### src/rtl/xlat_ctl_pkg.sv
package xlat_ctl_pkg;

    // register byte offsets (software-visible layout)
    localparam int unsigned OFS_BASE    = 'h00;
    localparam int unsigned OFS_STATUS  = 'h04;
    localparam int unsigned OFS_CMD     = 'h08;
    localparam int unsigned OFS_FLTVA   = 'h0C;
    localparam int unsigned OFS_FLUSH1  = 'h10;
    localparam int unsigned OFS_RAW     = 'h14;
    localparam int unsigned OFS_CLR     = 'h18;
    localparam int unsigned OFS_MASK    = 'h1C;
    localparam int unsigned OFS_MSKD    = 'h20;

    // command codes
    localparam int unsigned CMD_PG_ON   = 0;
    localparam int unsigned CMD_PG_OFF  = 1;
    localparam int unsigned CMD_ST_ON   = 2;
    localparam int unsigned CMD_ST_OFF  = 3;
    localparam int unsigned CMD_FLUSH   = 4;
    localparam int unsigned CMD_FDONE   = 5;
    localparam int unsigned CMD_SRST    = 6;

    // interrupt bit positions
    localparam int unsigned IRQ_FAULT   = 0;
    localparam int unsigned IRQ_BUSERR  = 1;

    typedef enum logic [1:0] {
        MS_BYPASS    = 2'd0,
        MS_XLATE     = 2'd1,
        MS_STALL_REQ = 2'd2,
        MS_HALTED    = 2'd3
    } mode_e;

    typedef struct packed {
        logic pg_on;
        logic pg_off;
        logic st_on;
        logic st_off;
        logic flush_all;
        logic fault_done;
        logic soft_rst;
    } cmd_t;

endpackage

### src/rtl/xlat_cmd_decode.sv
module xlat_cmd_decode
    import xlat_ctl_pkg::*;
#(
    parameter int unsigned DATA_W = 32
) (
    input  logic              cmd_wr,
    input  logic [DATA_W-1:0] cmd_code,
    output cmd_t              cmd
);

    always_comb begin
        cmd = '0;
        if (cmd_wr) begin
            unique case (cmd_code)
                DATA_W'(CMD_PG_ON):  cmd.pg_on      = 1'b1;
                DATA_W'(CMD_PG_OFF): cmd.pg_off     = 1'b1;
                DATA_W'(CMD_ST_ON):  cmd.st_on      = 1'b1;
                DATA_W'(CMD_ST_OFF): cmd.st_off     = 1'b1;
                DATA_W'(CMD_FLUSH):  cmd.flush_all  = 1'b1;
                DATA_W'(CMD_FDONE):  cmd.fault_done = 1'b1;
                DATA_W'(CMD_SRST):   cmd.soft_rst   = 1'b1;
                default:             cmd            = '0;
            endcase
        end
    end

endmodule

### src/rtl/xlat_mode_fsm.sv
module xlat_mode_fsm
    import xlat_ctl_pkg::*;
(
    input  logic  clk,
    input  logic  rst_n,
    input  cmd_t  cmd,
    input  logic  stall_ack,
    output mode_e mode,
    output logic  paging_en,
    output logic  stall_req,
    output logic  stall_active
);

    mode_e state_q, state_d;

    always_ff @(posedge clk or negedge rst_n) begin
        if (!rst_n) state_q <= MS_BYPASS;
        else        state_q <= state_d;
    end

    always_comb begin
        state_d = state_q;
        if (cmd.soft_rst) begin
            state_d = MS_BYPASS;
        end else begin
            unique case (state_q)
                MS_BYPASS: begin
                    if (cmd.pg_on) state_d = MS_XLATE;
                end
                MS_XLATE: begin
                    if (cmd.pg_off)     state_d = MS_BYPASS;
                    else if (cmd.st_on) state_d = MS_STALL_REQ;
                end
                MS_STALL_REQ: begin
                    if (cmd.pg_off)      state_d = MS_BYPASS;
                    else if (cmd.st_off) state_d = MS_XLATE;
                    else if (stall_ack)  state_d = MS_HALTED;
                end
                MS_HALTED: begin
                    if (cmd.pg_off)      state_d = MS_BYPASS;
                    else if (cmd.st_off) state_d = MS_XLATE;
                end
                default: state_d = MS_BYPASS;
            endcase
        end
    end

    always_comb begin
        mode         = state_q;
        paging_en    = 1'b0;
        stall_req    = 1'b0;
        stall_active = 1'b0;
        unique case (state_q)
            MS_BYPASS: ;
            MS_XLATE:  paging_en = 1'b1;
            MS_STALL_REQ: begin
                paging_en = 1'b1;
                stall_req = 1'b1;
            end
            MS_HALTED: begin
                paging_en    = 1'b1;
                stall_req    = 1'b1;
                stall_active = 1'b1;
            end
            default: ;
        endcase
    end

endmodule

### src/rtl/xlat_fault_track.sv
module xlat_fault_track #(
    parameter int unsigned DATA_W = 32
) (
    input  logic              clk,
    input  logic              rst_n,
    input  logic              soft_rst,
    input  logic              fault_done,
    input  logic              paging_en,
    input  logic              evt,
    input  logic              evt_wr,
    input  logic [DATA_W-1:0] evt_va,
    output logic              active,
    output logic              is_write,
    output logic [DATA_W-1:0] va,
    output logic              capture
);

    assign capture = evt && paging_en && !active && !soft_rst;

    always_ff @(posedge clk or negedge rst_n) begin
        if (!rst_n) begin
            active   <= 1'b0;
            is_write <= 1'b0;
            va       <= '0;
        end else if (soft_rst) begin
            active   <= 1'b0;
            is_write <= 1'b0;
            va       <= '0;
        end else if (capture) begin
            active   <= 1'b1;
            is_write <= evt_wr;
            va       <= evt_va;
        end else if (fault_done) begin
            active   <= 1'b0;
            is_write <= 1'b0;
        end
    end

endmodule

### src/rtl/xlat_irq_group.sv
module xlat_irq_group #(
    parameter int unsigned IRQ_N  = 2,
    parameter int unsigned DATA_W = 32
) (
    input  logic              clk,
    input  logic              rst_n,
    input  logic              soft_rst,
    input  logic [IRQ_N-1:0]  set,
    input  logic              clr_wr,
    input  logic              mask_wr,
    input  logic [DATA_W-1:0] wdata,
    output logic [IRQ_N-1:0]  raw,
    output logic [IRQ_N-1:0]  mask,
    output logic [IRQ_N-1:0]  masked,
    output logic              irq
);

    for (genvar i = 0; i < IRQ_N; i++) begin : g_bit
        always_ff @(posedge clk or negedge rst_n) begin
            if (!rst_n)                     raw[i] <= 1'b0;
            else if (soft_rst)              raw[i] <= 1'b0;
            else if (set[i])                raw[i] <= 1'b1;
            else if (clr_wr && wdata[i])    raw[i] <= 1'b0;
        end

        always_ff @(posedge clk or negedge rst_n) begin
            if (!rst_n)        mask[i] <= 1'b0;
            else if (soft_rst) mask[i] <= 1'b0;
            else if (mask_wr)  mask[i] <= wdata[i];
        end
    end

    assign masked = raw & mask;
    assign irq    = |masked;

endmodule

### src/rtl/xlat_ctl_regs.sv
module xlat_ctl_regs
    import xlat_ctl_pkg::*;
#(
    parameter int unsigned ADDR_W     = 8,
    parameter int unsigned DATA_W     = 32,
    parameter int unsigned PAGE_SHIFT = 12,
    parameter int unsigned IRQ_N      = 2
) (
    input  logic              clk,
    input  logic              rst_n,
    input  logic              bus_sel,
    input  logic              bus_wr,
    input  logic [ADDR_W-1:0] bus_addr,
    input  logic [DATA_W-1:0] bus_wdata,
    output logic [DATA_W-1:0] bus_rdata,
    output logic              bus_rvalid,
    output logic              xl_paging_en,
    output logic              xl_stall_req,
    input  logic              xl_stall_ack,
    input  logic              xl_idle,
    input  logic              xl_replay_empty,
    input  logic              xl_fault_evt,
    input  logic              xl_fault_wr,
    input  logic [DATA_W-1:0] xl_fault_va,
    input  logic              xl_buserr_evt,
    output logic              xl_flush_all,
    output logic              xl_flush_one,
    output logic [DATA_W-1:0] xl_flush_va,
    output logic              irq
);

    localparam logic [DATA_W-1:0] PAGE_MASK = ~((DATA_W'(1) << PAGE_SHIFT) - DATA_W'(1));

    logic wr_en, rd_en;
    assign wr_en = bus_sel && bus_wr;
    assign rd_en = bus_sel && !bus_wr;

    logic hit_base, hit_cmd, hit_fl1, hit_clr, hit_mask;
    assign hit_base = wr_en && (bus_addr == ADDR_W'(OFS_BASE));
    assign hit_cmd  = wr_en && (bus_addr == ADDR_W'(OFS_CMD));
    assign hit_fl1  = wr_en && (bus_addr == ADDR_W'(OFS_FLUSH1));
    assign hit_clr  = wr_en && (bus_addr == ADDR_W'(OFS_CLR));
    assign hit_mask = wr_en && (bus_addr == ADDR_W'(OFS_MASK));

    cmd_t cmd;
    xlat_cmd_decode #(.DATA_W(DATA_W)) u_dec (
        .cmd_wr   (hit_cmd),
        .cmd_code (bus_wdata),
        .cmd      (cmd)
    );

    mode_e mode;
    logic  stall_active;
    xlat_mode_fsm u_fsm (
        .clk          (clk),
        .rst_n        (rst_n),
        .cmd          (cmd),
        .stall_ack    (xl_stall_ack),
        .mode         (mode),
        .paging_en    (xl_paging_en),
        .stall_req    (xl_stall_req),
        .stall_active (stall_active)
    );

    logic              flt_active, flt_write, flt_capture;
    logic [DATA_W-1:0] flt_va;
    xlat_fault_track #(.DATA_W(DATA_W)) u_flt (
        .clk        (clk),
        .rst_n      (rst_n),
        .soft_rst   (cmd.soft_rst),
        .fault_done (cmd.fault_done),
        .paging_en  (xl_paging_en),
        .evt        (xl_fault_evt),
        .evt_wr     (xl_fault_wr),
        .evt_va     (xl_fault_va),
        .active     (flt_active),
        .is_write   (flt_write),
        .va         (flt_va),
        .capture    (flt_capture)
    );

    logic [IRQ_N-1:0] irq_set, irq_raw, irq_mask, irq_masked;
    always_comb begin
        irq_set             = '0;
        irq_set[IRQ_FAULT]  = flt_capture;
        irq_set[IRQ_BUSERR] = xl_buserr_evt;
    end

    xlat_irq_group #(.IRQ_N(IRQ_N), .DATA_W(DATA_W)) u_irq (
        .clk      (clk),
        .rst_n    (rst_n),
        .soft_rst (cmd.soft_rst),
        .set      (irq_set),
        .clr_wr   (hit_clr),
        .mask_wr  (hit_mask),
        .wdata    (bus_wdata),
        .raw      (irq_raw),
        .mask     (irq_mask),
        .masked   (irq_masked),
        .irq      (irq)
    );

    logic [DATA_W-1:0] base_q;
    always_ff @(posedge clk or negedge rst_n) begin
        if (!rst_n)        base_q <= '0;
        else if (cmd.soft_rst) base_q <= '0;
        else if (hit_base) base_q <= bus_wdata & PAGE_MASK;
    end

    always_ff @(posedge clk or negedge rst_n) begin
        if (!rst_n) begin
            xl_flush_all <= 1'b0;
            xl_flush_one <= 1'b0;
            xl_flush_va  <= '0;
        end else begin
            xl_flush_all <= cmd.flush_all;
            xl_flush_one <= hit_fl1;
            if (hit_fl1) xl_flush_va <= bus_wdata & PAGE_MASK;
        end
    end

    logic [DATA_W-1:0] status_w;
    always_comb begin
        status_w           = '0;
        status_w[0]        = xl_paging_en;
        status_w[1]        = flt_active;
        status_w[2]        = stall_active;
        status_w[3]        = xl_idle;
        status_w[4]        = xl_replay_empty;
        status_w[5]        = flt_write;
        status_w[DATA_W-1] = !stall_active;
    end

    logic [DATA_W-1:0] rd_mux;
    always_comb begin
        rd_mux = '0;
        case (bus_addr)
            ADDR_W'(OFS_BASE):   rd_mux = base_q;
            ADDR_W'(OFS_STATUS): rd_mux = status_w;
            ADDR_W'(OFS_FLTVA):  rd_mux = flt_va;
            ADDR_W'(OFS_RAW):    rd_mux = DATA_W'(irq_raw);
            ADDR_W'(OFS_MASK):   rd_mux = DATA_W'(irq_mask);
            ADDR_W'(OFS_MSKD):   rd_mux = DATA_W'(irq_masked);
            default:             rd_mux = '0;
        endcase
    end

    always_ff @(posedge clk or negedge rst_n) begin
        if (!rst_n) begin
            bus_rdata  <= '0;
            bus_rvalid <= 1'b0;
        end else begin
            bus_rvalid <= rd_en;
            if (rd_en) bus_rdata <= rd_mux;
        end
    end

    logic unused_mode;
    assign unused_mode = ^mode;

endmodule

### config.mk
export PLATFORM = sky130hd
export DESIGN_NAME = xlat_ctl_regs
export DESIGN_NICKNAME = d
export VERILOG_FILES = /design/src/rtl/xlat_ctl_pkg.sv /design/src/rtl/xlat_cmd_decode.sv /design/src/rtl/xlat_mode_fsm.sv /design/src/rtl/xlat_fault_track.sv /design/src/rtl/xlat_irq_group.sv /design/src/rtl/xlat_ctl_regs.sv
export SDC_FILE = /design/constraint.sdc
export NUM_CORES = 1
export LEC_CHECK = 0
export BUFFER_PORTS_ARGS = -buffer_cell sky130_fd_sc_hd__buf_2
export CORE_MARGIN = 10
export CORE_UTILIZATION = 40
export CTS_BUF_LIST = sky130_fd_sc_hd__clkbuf_2 sky130_fd_sc_hd__clkbuf_4 sky130_fd_sc_hd__clkbuf_8
export DETAILED_ROUTE_END_ITERATION = 6
export GPL_TIMING_DRIVEN = 0
export MAX_ROUTING_LAYER = met4
export PLACE_DENSITY = 0.6
export SETUP_SLACK_MARGIN = 0.1
export SLEW_MARGIN = 20
export SYNTH_ARGS = -nofsm -noshare
export SYNTH_HDL_FRONTEND = slang
export SYNTH_SLANG_ARGS = --single-unit
export TNS_END_PERCENT = 10
### constraint.sdc
create_clock -name clk -period 3.98 [get_ports clk]
set_input_delay 0.199 -clock clk [delete_from_list [all_inputs] [get_ports clk]]
set_output_delay 0.199 -clock clk [all_outputs]
set_load 0.05 [all_outputs]
==> Word-level counts from Yosys, hierarchy flattened <==
Cells that the tools add are included.
{ "totals": {"ff_bits": 127, "input_bits": 82, "out_inout_bits": 70, "elab_cells": 106} }
{ "classes": {"n_eq_ne": 21, "muxes": 41, "bitwise_logic": 1, "n_reduce_logical": 29} }
{ "op_table": {"columns": ["cell", "count"], "rows": [
  ["$pmux 32 s6", 1],
  ["$mux 32", 4],
  ["$eq 32x3->1 const B", 3],
  ["$eq 32x2->1 const B", 2],
  ["$eq 32x1->1 const B", 1],
  ["$eq 8x5->1 const B", 4],
  ["$logic_not 32->1", 1],
  ["$mux 1", 25],
  ["$mux 2", 9],
  ["$eq 8x4->1 const B", 2],
  ["$logic_and 1x1->1", 12],
  ["$reduce_bool 3->1", 3],
  ["$eq 8x3->1 const B", 1],
  ["$eq 8x6->1 const B", 1],
  ["$logic_not 8->1", 1],
  ["$ne 4x4->1 const B", 2],
  ["$pmux 2 s4", 1],
  ["$mux 7", 1],
  ["$reduce_bool 2->1", 3],
  ["$ne 5x5->1 const B", 1],
  ["$eq 2x2->1 const B", 2],
  ["$logic_not 1->1", 4],
  ["$reduce_and 4->1", 1],
  ["$reduce_or 2->1", 2],
  ["other kinds (5)", 5]
]} }

==> Depth between registers and ports, before layout <==
{ "depth": {"word_depth": 8, "ltp_mapped": 9, "depth_no_buf": 5} }

==> Hierarchy <==
A second synthesis with hierarchy kept.
{ "hier_totals": {"hier_cells": 445, "area_unflattened_um2": 5555.3} }
{ "by_module_without_submodules": {"columns": ["mod", "instances", "cells_each", "area_per_inst_um2", "seq_area_each_um2"], "rows": [
  ["xlat_ctl_regs", 1, 272, 3333.2, 1876.8],
  ["xlat_fault_track", 1, 115, 1671.6, 850.8],
  ["xlat_cmd_decode", 1, 22, 202.7, 0.0],
  ["xlat_irq_group", 1, 17, 181.4, 100.1],
  ["xlat_mode_fsm", 1, 19, 166.4, 50.0]
]} }

==> Worst setup path before layout <==
OpenSTA, ideal clock, no wires.
{ "synth_timing": {"kind": "register to register", "startpoint": "reg u_fsm.state_q[1] (netlist: u_fsm.mode[1])", "endpoint": "reg u_flt.is_write", "setup_time_ns": 0.129, "arrival_time_ns": 2.000, "required_time_ns": 3.851, "path_slack_ns": 1.851, "stages_incl_launch_ff": 8, "n_path_buf": 2, "period_less_slack_ns": 2.129, "path_cell_list": "dfrtp_1 > buf_2 > or2_2 > and3b_1 > buf_2 > or3b_1 > a211oi_1 > nor2_1"} }
{ "synth_between": {"elab_chain_len": 8, "elab_cells_between_ends": 11, "cone_classes": "eq/ne: 3; mux: 3; reduce/logical: 5"} }
{ "synth_lines": {"columns": ["element", "line", "source"], "rows": [
  ["start: declaration", "xlat_mode_fsm.sv:14", "mode_e state_q, state_d;"],
  ["start signal: assignment", "xlat_mode_fsm.sv:18", "else state_q <= state_d;"],
  ["$eq 2x1->1 / $eq 2x2->1 (equally long branches)", "xlat_mode_fsm.sv:53", "unique case (state_q)"],
  ["$reduce_or 3->1 (no line) (*)", null, null],
  ["$mux 1 (*)", "xlat_mode_fsm.sv:53", null],
  ["net xl_paging_en", "xlat_ctl_regs.sv:17", "output logic xl_paging_en,"],
  ["$logic_and 1x1->1 (*) (3 in a row)", "xlat_fault_track.sv:18", "assign capture = evt && paging_en && !active && !soft_rst;"],
  ["$mux 1", "xlat_fault_track.sv:29", "end else if (capture) begin"],
  ["$mux 1", "xlat_fault_track.sv:25", "end else if (soft_rst) begin"],
  ["end signal: assignment", "xlat_fault_track.sv:31", "is_write <= evt_wr;"],
  ["end: declaration", "xlat_fault_track.sv:13", "output logic is_write,"]
]} }
Mark *: on every way through the listed nets, which the timed path passes. The rest lies on a longest branch.
A chain may end at the register's enable or synchronous reset.

==> Final worst setup path <==
{ "layout_timing": {"startpoint": "reg u_fsm.state_q[0] (netlist: u_fsm.mode[0])", "endpoint": "reg u_flt.is_write"} }
{ "layout_between": {"elab_chain_len": 8, "elab_cells_between_ends": 11, "cone_classes": "eq/ne: 3; mux: 3; reduce/logical: 5"} }
{ "layout_lines": {"columns": ["element", "line"], "rows": [
  ["$eq 2x1->1 / $eq 2x2->1 (equally long branches)", "xlat_mode_fsm.sv:53"],
  ["$reduce_or 3->1 (no line) (*)", null],
  ["$mux 1 (*)", "xlat_mode_fsm.sv:53"],
  ["$logic_and 1x1->1 (*) (3 in a row)", "xlat_fault_track.sv:18"],
  ["$mux 1", "xlat_fault_track.sv:29"],
  ["$mux 1", "xlat_fault_track.sv:25"]
]} }
Every way passes the cells marked *; elsewhere a longest branch is shown, timed or not.

==> flow_summary.json <==
{
  "run_status": "finished, final reports clean",
  "drv_cap": 0,
  "areaGrowthSynthToFinish_pct": 28.0,
  "timing.reg2reg.worst_path_depth": 7,
  "final_min_period_over_clock_period_pct": 60.4,
  "fraction_of_power_spent_switching_nets_pct": 29.5,
  "drt_wl_total_um": 14800,
  "global_route.usage.total_pct": 17.3,
  "area_taken_by_multi_input_logic_gates_um2": 2060,
  "post_synth_inst_count": 497,
  "syn_avg_cell_area_um2": 10.4,
  "drt_iter0_drc": 223,
  "tightestPinTransition_ns": 0.745,
  "initial_core_util_pct": 40.9,
  "min-delay-path-class": "in2reg",
  "yosys_register_bits": 115,
  "timing.critical_path.slowest_stage_cell": "a211oi_1",
  "vias_in_the_first_global_route": 4571,
  "detail_route.drc_violations": 0,
  "grt-ovfl-total": 0,
  "design.die.area_um2": 17900,
  "timing.final.crit_period_ns": 2.40,
  "synth_enable_flop_cells": 0,
  "critPathCaptureType": "flop",
  "cellPowerDensity_nw_per_um2": 451,
  "synth_warnings": 0,
  "core_area_um2": 12700,
  "netSwitchingPower_uw": 882,
  "ys_async_sr_fraction_pct": 100,
  "ys_types": 48,
  "die_h_um": 134,
  "finalWeightedCongestion": 0.849,
  "hold-path-cell-count": 3,
  "critPathArrivalTime_ns": 2.70,
  "power.share.clock_pct": 34.4,
  "timing_worst_setup_path_type": "reg2reg",
  "htreeDepth": 4,
  "fmaxAchievable_ghz": 0.416,
  "filler_cell_count": 1221,
  "synth_flop_cell": "dfrtp_1",
  "count_of_tritonroute_iterations_in_the_first_routing_pass": 4,
  "clock_insertion_delay_worst_skew_ns": 0.43,
  "total_count_of_max_transition_violations_in_the_final_report": 0,
  "max-vdd-ir-drop_mv": 0.207,
  "grt_antenna_before_repair": 0,
  "via_per_inst": 5.06,
  "finalHoldViolCount": 0,
  "internal-power_mw": 2.11,
  "post_drt_wl_per_cell_um": 17.2,
  "finish.net_count": 758,
  "worst_setup_path_start_kind": "flop",
  "unrepaired_setup_endpoints_after_global_routing": "false",
  "fin_worst_skew_ns": 0.00648,
  "crit_chain": "clkbuf_1 -> or2_2 -> and3b_1 -> buf_2 -> or3b_1 -> a211oi_1 -> nor2_1",
  "number_of_rows_created_at_floorplan": 41,
  "register_area_um2": 2880,
  "portBuffers": 139,
  "cp.required_ns": 4.28,
  "pwr-share-comb_pct": 17.6,
  "antenna_cells": 0,
  "leakage_nw": 3.20,
  "num_vias": 4350,
  "tritoncts": "done",
  "clockBufferDepth": 2,
  "pin_count": 152,
  "cp_slowest_stage_delay_ns": 0.48,
  "slew_headroom_pct": 49.6,
  "layout.core_utilization_pct": 52.4,
  "layout-drive-gt1-share_pct": 32.6,
  "cts_made_buffers": 17,
  "synth_seq_area_share_pct": 55.5,
  "sinks_on_the_clock_net": 115,
  "timing.setup.tns_ns": 0,
  "detailedPlacementHpwl_um": 11300,
  "die_width_um": 134,
  "grt_max_degree": 64,
  "summed_instance_area_of_the_synthesized_netlist_um2": 5180,
  "critical_path.max_fanout": 10,
  "power.sequential.fraction_pct": 48.0,
  "cts-root-buf": "clkbuf_8",
  "setup_violations": 0,
  "grt_first_pass_wirelength_um": 24200,
  "clk_transition_reported_paths_ns": 0.07,
  "antenna_left": 0
}
[cells in the final DEF (no fill, tap or decap), drive strengths merged, types with 2 or more instances in the layout]
cell type / synthesis / layout
and2: 2 / 2
nand4: 2 / 2
nand2b: 6 / 6
nand3: 32 / 32
nor3: 5 / 5
dlygate4sd3: 0 / 9
nand2: 41 / 41
nand3b: 2 / 2
o21a: 2 / 2
or4bb: 2 / 2
conb: 1 / 12
mux2i: 33 / 33
a21o: 2 / 2
o21ai: 5 / 5
buf: 27 / 167
inv: 3 / 3
clkbuf: 23 / 49
nor2: 86 / 86
nor4b: 2 / 2
a221oi: 23 / 23
or2: 2 / 2
clkinv: 0 / 4
or4: 3 / 3
a222oi: 2 / 2
a21oi: 25 / 25
mux2: 20 / 20
nor4: 11 / 11
a211oi: 2 / 2
dfrtp: 115 / 115
o211ai: 3 / 3
[through the flow]
stage          area (µm²)  power, mW  setup slack, ns  instances  hold WS, ns
6_report             6640       2.99             1.58        860       0.0242
5_1_grt              6640       3.16             1.45        860       0.0209
4_1_cts              6640       3.02             1.58        860      0.00199
3_5_place_dp         6170       1.98             1.60        820        0.194
3_3_place_gp         6140       1.96             1.28        819        0.434
2_1_floorplan        5230       1.79             1.85        508      -0.0966
[synthesized netlist by cell type (10+ instances only)]
cell type	number	area share [%]
buf_2	11	1.1
nand2_1	41	3.0
clkbuf_1	23	1.7
mux2_2	20	4.3
nor4_1	10	1.2
a21oi_1	25	2.4
buf_4	13	1.9
dfrtp_1	115	56
nor2_1	86	6.2
a221oi_1	23	3.9
nand3_1	32	3.1
mux2i_1	33	6.4
[routing by layer]
layer	share of wire [%]	track usage (%)	up-vias
met3	6.2	4.59	23
met5	0	-	-
met4	1.5	5.50	0
met2	47	26.9	161
li1	-	-	2094
met1	45	21.6	2072
[path summary, 6_finish.rpt]
path                            startpoint              end  slack (ns)
setup / recovery             u_fsm.mode[0]   u_flt.is_write        1.58
hold / removal             xl_fault_va[15]     u_flt.va[15]        0.02
setup reg to reg             u_fsm.mode[0]   u_flt.is_write        1.58
hold reg to reg               bus_rdata[6]     bus_rdata[6]        0.46
max in group asynchronous            rst_n  xl_flush_va[12]        2.99
min in group asynchronous            rst_n     bus_rdata[0]        0.31
[area by class of cell]
class                   instances  area share [%]
plain buffers                  50            4.11
clock buffers                  26            4.92
clock inverters                 5           0.754
inverters                       3           0.170
multi-input cells             340            31.1
flip-flops and latches        115            43.4
well taps                     172            3.24
repair buffers                149            12.3
[flip-flops by register name, summed over array words and instances, names as in the netlist]
| signal | cells |
|---|---|
| xl_flush_va | 20 |
| u_flt.is_write | 1 |
| u_fsm.mode | 2 |
| u_flt.active | 1 |
| u_flt.va | 32 |
| xl_flush_all | 1 |
| bus_rvalid | 1 |
| bus_rdata | 32 |
| u_irq.mask | 2 |
| base_q | 20 |
| u_irq.raw | 2 |
| xl_flush_one | 1 |
[power groups by stage]
stage	Clock [mW]	Combinational [mW]	Sequential [mW]
3_3_place_gp	0	0.508	1.45
4_1_cts	1.06	0.533	1.44
3_5_place_dp	0	0.523	1.46
2_1_floorplan	0	0.239	1.55
5_1_grt	1.11	0.585	1.46
6_report	1.03	0.526	1.44
[cell families (layout without fill, tap and decap cells)]
| family | count (synthesis) | count (layout) | synth area share, % |
|---|---|---|---|
| simple gates | 203 | 203 | 18.4 |
| flops | 115 | 115 | 55.5 |
| compound gates | 72 | 72 | 9.85 |
| mux | 53 | 53 | 10.7 |
| buf+inv | 53 | 233 | 5.48 |
| other cells | 1 | 12 | 0.0723 |
[critical path, delay by kind of cell (launching register included)]
| family | cells | cell delay (ns) |
|---|---|---|
| compound gates | 1 | 0.48 |
| buf+inv | 2 | 0.42 |
| flops | 1 | 0.36 |
| simple gates | 4 | 1.00 |
[repair_timing]
action	CTS	global route
hold endpoints to repair	60	0
buffers inserted	0	0
hold buffers	9	0
resized for setup	0	0
Note: power is estimated with default switching activity, not from simulation.
